[config.mk]
export PLATFORM = sky130hd
export DESIGN_NAME = synth_serial_loader
export DESIGN_NICKNAME = d
export VERILOG_FILES = /design/src/rtl/synth_load_pkg.sv /design/src/rtl/sl_shifter.sv /design/src/rtl/sl_unpack.sv /design/src/rtl/sl_latch.sv /design/src/rtl/synth_serial_loader.sv
export SDC_FILE = /design/constraint.sdc
export NUM_CORES = 1
export LEC_CHECK = 0
export ABC_AREA = 0
export BUFFER_PORTS_ARGS = -buffer_cell sky130_fd_sc_hd__buf_2
export CAP_MARGIN = 20
export CORE_ASPECT_RATIO = 0.9
export CORE_MARGIN = 3
export CORE_UTILIZATION = 45
export DETAILED_ROUTE_END_ITERATION = 16
export PLACE_DENSITY = 0.74
export SLEW_MARGIN = 20
export SYNTH_ARGS = -nofsm -noshare
export SYNTH_HDL_FRONTEND = slang
export SYNTH_SLANG_ARGS = --single-unit
[constraint.sdc]
create_clock -name clk_i -period 1.86 [get_ports clk_i]
set_clock_uncertainty 0.1 [all_clocks]
set_input_delay 0.186 -clock clk_i [delete_from_list [all_inputs] [get_ports clk_i]]
set_output_delay 0.186 -clock clk_i [all_outputs]
set_load 0.02 [all_outputs]
[src/rtl/synth_load_pkg.sv]
package synth_load_pkg;
  localparam int FIELD_W  = 8;
  localparam int FRAME_W  = 56;
  localparam int POS_PD   = 12;
  localparam int POS_BAND = 24;
  localparam int POS_M    = 32;
  localparam int POS_A    = 40;
  localparam int POS_R    = 48;

  typedef enum logic [1:0] {
    BAND_LOW  = 2'd0,
    BAND_MID  = 2'd1,
    BAND_HIGH = 2'd2
  } band_e;

  typedef struct packed {
    logic [1:0]         pd_log2;
    band_e              band;
    logic [FIELD_W-1:0] m;
    logic [FIELD_W-1:0] a;
    logic [FIELD_W-1:0] r;
  } synth_cfg_t;
endpackage

[src/rtl/sl_shifter.sv]
module sl_shifter #(
  parameter int FRAME_W = synth_load_pkg::FRAME_W
) (
  input  logic               clk_i,
  input  logic               rst_ni,
  input  logic               shift_en_i,
  input  logic               bit_i,
  output logic [FRAME_W-1:0] frame_o
);
  logic [FRAME_W-2:0] sr_q;

  // newest bit sits at index 0 of the frame view
  assign frame_o = {sr_q, bit_i};

  always_ff @(posedge clk_i or negedge rst_ni) begin
    if (!rst_ni)         sr_q <= '0;
    else if (shift_en_i) sr_q <= frame_o[FRAME_W-2:0];
  end


  hold_idle_chk: assert property (@(posedge clk_i) disable iff (!rst_ni)
    !shift_en_i |=> $stable(sr_q));
endmodule

[src/rtl/sl_unpack.sv]
module sl_unpack
  import synth_load_pkg::*;
#(
  parameter int FRAME_W  = synth_load_pkg::FRAME_W,
  parameter int POS_PD   = synth_load_pkg::POS_PD,
  parameter int POS_BAND = synth_load_pkg::POS_BAND,
  parameter int POS_M    = synth_load_pkg::POS_M,
  parameter int POS_A    = synth_load_pkg::POS_A,
  parameter int POS_R    = synth_load_pkg::POS_R,
  parameter int M_MAX    = 63
) (
  input  logic [FRAME_W-1:0] frame_i,
  output synth_cfg_t         cfg_o,
  output logic               m_ovf_o
);
  logic [FIELD_W-1:0] m_raw, a_raw, r_raw;
  logic [1:0]         pd_code, band_code;

  // arrival index k lives at frame_i[FRAME_W-1-k]
  for (genvar j = 0; j < FIELD_W; j++) begin : g_fld
    assign m_raw[j] = frame_i[FRAME_W-1-POS_M-j];
    assign a_raw[j] = frame_i[FRAME_W-1-POS_A-j];
    assign r_raw[j] = frame_i[FRAME_W-1-POS_R-j];
  end
  for (genvar j = 0; j < 2; j++) begin : g_sel
    assign pd_code[j]   = frame_i[FRAME_W-1-POS_PD-j];
    assign band_code[j] = frame_i[FRAME_W-1-POS_BAND-j];
  end

  always_comb begin
    cfg_o.pd_log2 = pd_code[1] ? 2'd2 : pd_code;
    unique case (band_code)
      2'b00:   cfg_o.band = BAND_LOW;
      2'b01:   cfg_o.band = BAND_MID;
      default: cfg_o.band = BAND_HIGH;
    endcase
    cfg_o.m = m_raw;
    cfg_o.a = a_raw;
    cfg_o.r = r_raw;
  end

  assign m_ovf_o = (int'(m_raw) > M_MAX);
endmodule

[src/rtl/sl_latch.sv]
module sl_latch
  import synth_load_pkg::*;
#(
  parameter int M_MAX = 63,
  parameter int M_RST = 34,
  parameter int A_RST = 1,
  parameter int R_RST = 29
) (
  input  logic       clk_i,
  input  logic       rst_ni,
  input  logic       load_i,
  input  synth_cfg_t cfg_i,
  input  logic       ovf_i,
  output synth_cfg_t cfg_o,
  output logic       valid_o,
  output logic       err_o
);
  localparam synth_cfg_t CFG_RST = '{
    pd_log2: 2'd0,
    band:    BAND_LOW,
    m:       FIELD_W'(M_RST),
    a:       FIELD_W'(A_RST),
    r:       FIELD_W'(R_RST)
  };

  always_ff @(posedge clk_i or negedge rst_ni) begin
    if (!rst_ni) begin
      cfg_o   <= CFG_RST;
      valid_o <= 1'b0;
      err_o   <= 1'b0;
    end else begin
      valid_o <= load_i && !ovf_i;
      err_o   <= load_i && ovf_i;
      if (load_i && !ovf_i) cfg_o <= cfg_i;
    end
  end


  valid_src_chk: assert property (@(posedge clk_i) disable iff (!rst_ni)
    valid_o |-> $past(load_i) && !$past(ovf_i));

  no_silent_change_chk: assert property (@(posedge clk_i) disable iff (!rst_ni)
    !valid_o |-> $stable(cfg_o));

  err_excl_chk: assert property (@(posedge clk_i) disable iff (!rst_ni)
    !(valid_o && err_o));

  m_range_chk: assert property (@(posedge clk_i) disable iff (!rst_ni)
    int'(cfg_o.m) <= M_MAX);
endmodule

[src/rtl/synth_serial_loader.sv]
module synth_serial_loader
  import synth_load_pkg::*;
#(
  parameter int M_MAX = 63,
  parameter int M_RST = 34,
  parameter int A_RST = 1,
  parameter int R_RST = 29
) (
  input  logic               clk_i,
  input  logic               rst_ni,
  input  logic               wr_en_i,
  input  logic [1:0]         wr_data_i,
  output logic [1:0]         post_div_o,
  output logic [1:0]         band_o,
  output logic [FIELD_W-1:0] m_o,
  output logic [FIELD_W-1:0] a_o,
  output logic [FIELD_W-1:0] r_o,
  output logic               valid_o,
  output logic               err_o
);
  logic [FRAME_W-1:0] frame;
  synth_cfg_t         dec_cfg, cur_cfg;
  logic               m_ovf, load;

  assign load = wr_en_i && wr_data_i[1];

  sl_shifter #(.FRAME_W(FRAME_W)) u_shift (
    .clk_i      (clk_i),
    .rst_ni     (rst_ni),
    .shift_en_i (wr_en_i),
    .bit_i      (wr_data_i[0]),
    .frame_o    (frame)
  );

  sl_unpack #(
    .FRAME_W (FRAME_W),
    .POS_PD  (POS_PD),
    .POS_BAND(POS_BAND),
    .POS_M   (POS_M),
    .POS_A   (POS_A),
    .POS_R   (POS_R),
    .M_MAX   (M_MAX)
  ) u_unpack (
    .frame_i (frame),
    .cfg_o   (dec_cfg),
    .m_ovf_o (m_ovf)
  );

  sl_latch #(
    .M_MAX(M_MAX), .M_RST(M_RST), .A_RST(A_RST), .R_RST(R_RST)
  ) u_latch (
    .clk_i   (clk_i),
    .rst_ni  (rst_ni),
    .load_i  (load),
    .cfg_i   (dec_cfg),
    .ovf_i   (m_ovf),
    .cfg_o   (cur_cfg),
    .valid_o (valid_o),
    .err_o   (err_o)
  );

  assign post_div_o = cur_cfg.pd_log2;
  assign band_o     = cur_cfg.band;
  assign m_o        = cur_cfg.m;
  assign a_o        = cur_cfg.a;
  assign r_o        = cur_cfg.r;


  band_code_chk: assert property (@(posedge clk_i) disable iff (!rst_ni)
    band_o != 2'b11);

  pd_code_chk: assert property (@(posedge clk_i) disable iff (!rst_ni)
    post_div_o != 2'b11);

  idle_no_strobe_chk: assert property (@(posedge clk_i) disable iff (!rst_ni)
    !wr_en_i |=> !valid_o && !err_o);
endmodule

==> summary.txt, run 1 <==
Yosys
  – Ranking of synthesized cells by area: dfrtp_1, mux2_2, dfstp_2
  – Number of synthesized register bits: 73
  – Cell variety after synth: 10
  – Mapped Cells: roughly 160
  – Post-Syn Nets: about 160
  – Sequential area share after synthesis: around two thirds
  – Top-area cell type share of the netlist area: about 60%
  – Synthesized cell area: roughly 0.0028 mm²
  – Ys Warns: 0
  – Syn avg cell area: around 18 µm²
  – Area leader, netlist: dfrtp_1

CTS
  – CTS buffer count: 9
  – CTS clk-pin slew, worst paths: around 70 ps
  – Setup bufs post-CTS: 0
  – CTS tree: done
  – Clock Tree Buf Depth: 2
  – H-Tree Depth: 3
  – CTS resizes: 0
  – CTS root buf: clkbuf_8
  – Worst skew pair latency: between 300 and 400 ps
  – Number of clock sinks: 73

Flow run
  – Maxcap violations: 0

Detailed routing
  – Vias: between 1000 and 1500
  – WL/cell: ~14 µm
  – DR vias/cell: approximately 5.0
  – Final wirelength: 3940 µm
  – Residual DRC: 0
  – DRT antenna net count: 0
  – Initial DRT Pass Iterations: 2
  – Initial drt markers: 89

Worst setup path
  – Startpoint types: register
  – Crit. End Element: register
  – CP Max Fanout: 21
  – Worst path arrival time: approximately 1800 ps
  – Kind of critical path: reg2reg
  – Required @ worst endpoint: 1980 ps

GRT
  – Largest net degree at the start of global routing: 74
  – GRT Total Usage: 13.0%
  – Vias in the first global route: roughly 1400
  – Antenna violations before repair: 0
  – First-pass GRT wire length: approximately 6800 µm
  – Overflow after GRT: 0

Floorplanning
  – Row cnt: 26
  – Io pins: 35
  – Die area: just over 0.007 mm²
  – Die width: just under 90 µm
  – Starting density of the core: a little under half
  – Core region area: approximately 0.0058 mm²
  – Die height: 80.2 µm

Worst hold path
  – Worst min path class: in2reg

Layout
  – Design Area, Final: ~0.0033 mm²
  – Antenna cell count: 0
  – Layout cells sized above 1: 63.5%
  – Nets: about 200
  – Final Util: 56.5%
  – Fin cells: 273
  – Filler cells: about 480
  – Layout area overhead: 19.0%

STA
  – Slew Limit Headroom: between 60% and 70%
  – Minimum clock period: 1630 ps
  – Fmax: between 600 and 700 MHz
  – Worst-margin pin slew: 528 ps
  – Final setup vio count: 0
  – Fin crit share: a little under 90%
  – Setup TNS: 0 ps
  – Slew Limit Fails: 0
  – RSZ-0062 raised after global routing: no
  – Final Hold Vio Count: 0
  – Hold WS: around 31 ps

Power
  – VDD IR max: ~0.77 mV
  – Pleak: between 1.5 and 2 nW
  – Sw Share: between 20% and 30%
  – Clock power share: a little under 30%
  – Sequential power share: a little under half
  – Logic pwr share: 24.4%
  – Int Pwr: 3.86 mW
  – Psw: ~1.5 mW
  – Power density cells: around 1600 mW/mm²

Run status
  – Outcome: finished clean

Placement
  – DP Area: roughly 0.003 mm²
  – DPL Wire Length: about 2400 µm
  – GP Congestion: approximately 0.64
  – # port buffers: 34
  – DP Cell Count: about 260
## worst max-delay path, stage by stage, from the launching register on
cell,delay (ps)
dfrtp_1,400
and4bb_4,460
buf_12,200
mux2_2,360
## state kept, by name, summed over array words and instances, names as in the netlist
| register | count |
|---|---|
| u_latch.cfg_o | 28 |
| u_latch.valid_o | 1 |
| u_latch.err_o | 1 |
| u_shift.sr_q | 43 |
## cells in the final DEF (no fill, tap or decap), types with 2 or more instances in the layout
cell,netlist,layout
bufinv_16,0,4
buf_12,0,2
clkbuf_8,0,9
mux2_2,62,62
dfrtp_1,66,66
dlygate4sd3_1,0,2
dfstp_2,7,7
clkinv_2,0,2
buf_2,4,34
nor2b_1,4,4
mux2_4,7,7
## layout make-up
| class | count | area (µm²) | share of cell area, % |
|---|---|---|---|
| Sequential cell | 73 | 1840 | 56.1 |
| Multi-Input combinational cell | 75 | 855 | 26.1 |
| Timing Repair Buffer | 39 | 238 | 7.26 |
| Clock inverter | 6 | 130 | 3.98 |
| Clock buffer | 10 | 128 | 3.90 |
| Tap cell | 70 | 87.6 | 2.68 |
## cell usage after synthesis
library cell,number
buf_2,4
and4bb_4,1
dfrtp_1,66
buf_6,3
mux2_4,7
o211a_1,1
buf_4,1
mux2_2,62
dfstp_2,7
nor2b_1,4
## through the flow
step	total power [mW]	setup slack [ps]
floorplan	3.38	358
global placement	3.76	258
detailed placement	3.81	227
CTS	5.40	217
global route	5.63	180
finish	5.32	230
## final timing paths
| kind | from | endpoint | slack, ps | cells after the start |
|---|---|---|---|---|
| max | u_shift.sr_q[16]$_DFFE_PN0P_ | u_latch.cfg_o[9]$_DFFE_PN0P_ | 230 | 3 |
| min | wr_data_i[1] | u_latch.err_o$_DFF_PN0_ | 30 | 2 |
| max reg2reg | u_shift.sr_q[16]$_DFFE_PN0P_ | u_latch.cfg_o[9]$_DFFE_PN0P_ | 230 | 3 |
| min reg2reg | u_latch.cfg_o[23]$_DFFE_PN0P_ | u_latch.cfg_o[23]$_DFFE_PN0P_ | 390 | 1 |
| max in group asynchronous | rst_ni | u_latch.cfg_o[8]$_DFFE_PN1P_ | 1010 | 3 |
| min in group asynchronous | rst_ni | u_latch.cfg_o[23]$_DFFE_PN0P_ | 280 | 3 |
## power by group through the flow
stage | combinational (mW) | clock (mW) | sequential, mW
finish | 1.30 | 1.56 | 2.46
global route | 1.41 | 1.69 | 2.53
CTS | 1.33 | 1.61 | 2.47
detailed placement | 1.32 | 0 | 2.49
global placement | 1.29 | 0 | 2.47
floorplan | 0.654 | 0 | 2.72
## cell families after synthesis
logic type | after synthesis | share of synthesized area, %
flops | 73 | 66.7
mux | 69 | 29.2
buf+inv | 8 | 2.23
simple gates | 5 | 1.50
compound gates | 1 | 0.364
## routing by layer
metal | track usage (%) | part of all wire (%)
met5 | 0 | 0
met4 | 4.98 | 0.89
met3 | 6.97 | 5.6
met2 | 18.3 | 47
met1 | 16.7 | 47
## what timing repair did
action                                  4_1_cts  5_1_grt
hold buffers                                  2        0
endpoints found under the setup margin        0        0
hold endpoints to repair                     68        0
No activity file was read; power rests on OpenSTA's default activity.
==> run 2: changes to the inputs <==
--- a/config.mk
+++ b/config.mk
@@ -13,6 +13,7 @@
 export CORE_UTILIZATION = 45
 export DETAILED_ROUTE_END_ITERATION = 16
 export PLACE_DENSITY = 0.74
+export RECOVER_POWER = 25
 export SLEW_MARGIN = 20
 export SYNTH_ARGS = -nofsm -noshare
 export SYNTH_HDL_FRONTEND = slang
==> summary.txt, run 2 (same netlist as run 1, synthesis figures left out) <==
Run status
  – Outcome: finished clean

Power
  – Sequential power share: between 40% and 50%
  – Clock power share: between 20% and 30%
  – Psw: around 1.5 mW
  – VDD IR max: between 0.7 and 0.8 mV
  – Int Pwr: 3.86 mW
  – Sw Share: 27.4%
  – Logic pwr share: approximately a quarter
  – Pleak: roughly 1.6 nW
  – Power density cells: roughly 1600 mW/mm²

CTS
  – CTS buffer count: 9
  – Clock Tree Buf Depth: 2
  – CTS clk-pin slew, worst paths: 70 ps
  – Worst skew pair latency: 340 ps
  – CTS Hold Bufs: 2
  – CTS tree: done
  – H-Tree Depth: 3
  – CTS resizes: 0
  – Setup bufs post-CTS: 0
  – CTS root buf: clkbuf_8
  – Number of clock sinks: 73

Layout
  – Final Util: 56.3%
  – Largest register by flop count: u_shift.sr_q
  – Antenna cell count: 0
  – Layout cells sized above 1: around 64%
  – Layout area overhead: 18.5%
  – Design Area, Final: 0.00326 mm²
  – Nets: just over 200
  – Multi-input gate area: about 850 µm²
  – Max reg flops: between 40 and 50
  – Register Area: 0.00184 mm²
  – Top flop regs: u_shift.sr_q x43, u_latch.cfg_o x28
  – Filler cells: approximately 480
  – Leading cell types in the layout, fill and taps excluded: dfrtp_1, mux2_2, buf_2, clkbuf_8
  – Commonest non-fill, non-tap cell in the layout: dfrtp_1

STA
  – Minimum clock period: 1630 ps
  – RSZ-0062 raised after global routing: no
  – Fin crit share: between 80% and 90%
  – Fmax: 613 MHz
  – Setup TNS: 0 ps
  – Final setup vio count: 0
  – Slew Limit Fails: 0
  – Slew Limit Headroom: a little over a third
  – Worst-margin pin slew: 967 ps
  – Hold WS: 31.3 ps
  – Final Hold Vio Count: 0

GRT
  – Largest net degree at the start of global routing: 74
  – GRT Total Usage: 13.0%
  – M2 GR Usage: between 10% and 20%
  – Antenna violations before repair: 0
  – GR Util met1: between 10% and 20%
  – Top Usage Layer GRT: met2
  – Overflow after GRT: 0
  – Vias in the first global route: between 1000 and 1500
  – First-pass GRT wire length: around 6800 µm
  – Met3 GRT Util: 6.97%

Detailed routing
  – Residual DRC: 0
  – Initial DRT Pass Iterations: 2
  – Final wirelength: 3950 µm
  – WL/cell: roughly 14 µm
  – DRT antenna net count: 0
  – Initial drt markers: 88
  – DR vias/cell: 4.97
  – Vias: 1356

Worst setup path
  – Cell family with most CP delay: simple AND/OR/NAND/NOR gates
  – Startpoint types: register
  – Required @ worst endpoint: between 1500 and 2000 ps
  – Worst path arrival time: 1750 ps
  – CP cell instances: and4bb_4 > buf_12 > mux2_2
  – Largest stage delay on the critical path: ~460 ps
  – Kind of critical path: reg2reg
  – Max stage delay cell, worst path: and4bb_4
  – CP Max Fanout: 21
  – Crit. End Element: register
  – WP buf/inv: 1

Floorplanning
  – Starting density of the core: between 40% and 50%
  – Core region area: 0.00579 mm²
  – Die width: slightly below 90 µm
  – Die height: approximately 80 µm
  – Io pins: 35
  – Row cnt: 26
  – Die area: between 0.007 and 0.008 mm²

Placement
  – DP Area: approximately 0.003 mm²
  – DPL Wire Length: ~2400 µm
  – GP Congestion: around 0.64
  – # port buffers: 34

Worst hold path
  – Worst min path class: in2reg

Flow run
  – Maxcap violations: 0
## run 2: final timing paths
kind	slack, ps	from	endpoint	cells after the start
worst max-delay path	230	u_shift.sr_q[16]$_DFFE_PN0P_	u_latch.cfg_o[9]$_DFFE_PN0P_	3
worst min-delay path	30	wr_data_i[1]	u_latch.err_o$_DFF_PN0_	2
worst max register to register	230	u_shift.sr_q[16]$_DFFE_PN0P_	u_latch.cfg_o[9]$_DFFE_PN0P_	3
worst min register to register	390	u_latch.cfg_o[23]$_DFFE_PN0P_	u_latch.cfg_o[23]$_DFFE_PN0P_	1
max in group asynchronous	490	rst_ni	u_shift.sr_q[23]$_DFFE_PN0P_	3
min in group asynchronous	520	rst_ni	u_latch.cfg_o[22]$_DFFE_PN0P_	3
## run 2: power groups by stage
stage / combinational (mW) / clock, mW / sequential (mW)
after global placement: 1.29 / 0 / 2.47
after global routing: 1.41 / 1.69 / 2.53
final: 1.30 / 1.56 / 2.46
after detailed placement: 1.32 / 0 / 2.49
after floorplan: 0.654 / 0 / 2.72
after CTS: 1.33 / 1.61 / 2.47
## run 2: routing by layer
layer	part of all wire [%]	up-vias	wire, µm
li1	-	636	-
met1	47	687	1850
met2	47	29	1840
met3	5.5	4	219
met4	0.89	0	35
met5	0	-	0
## run 2: per-stage QoR
stage | power [mW] | worst slack, ps | std cells
CTS | 5.40 | 217 | 273
finish | 5.32 | 230 | 273
detailed placement | 3.81 | 227 | 255
floorplan | 3.38 | 358 | 156
global route | 5.62 | 180 | 273
global placement | 3.76 | 258 | 255
## run 2: area by class of cell
cell class | count | area share [%]
sequential | 73 | 56.3
tap | 70 | 2.69
clock inverter | 6 | 3.99
timing repair buffer | 39 | 6.91
clock buffer | 10 | 3.91
multi-input combinational | 75 | 26.2
## run 2: worst register-to-register path, stage by stage, from the launching register on
cell and delay [ps]:
dfrtp_1 400, and4bb_4 460, buf_12 210, mux2_2 360
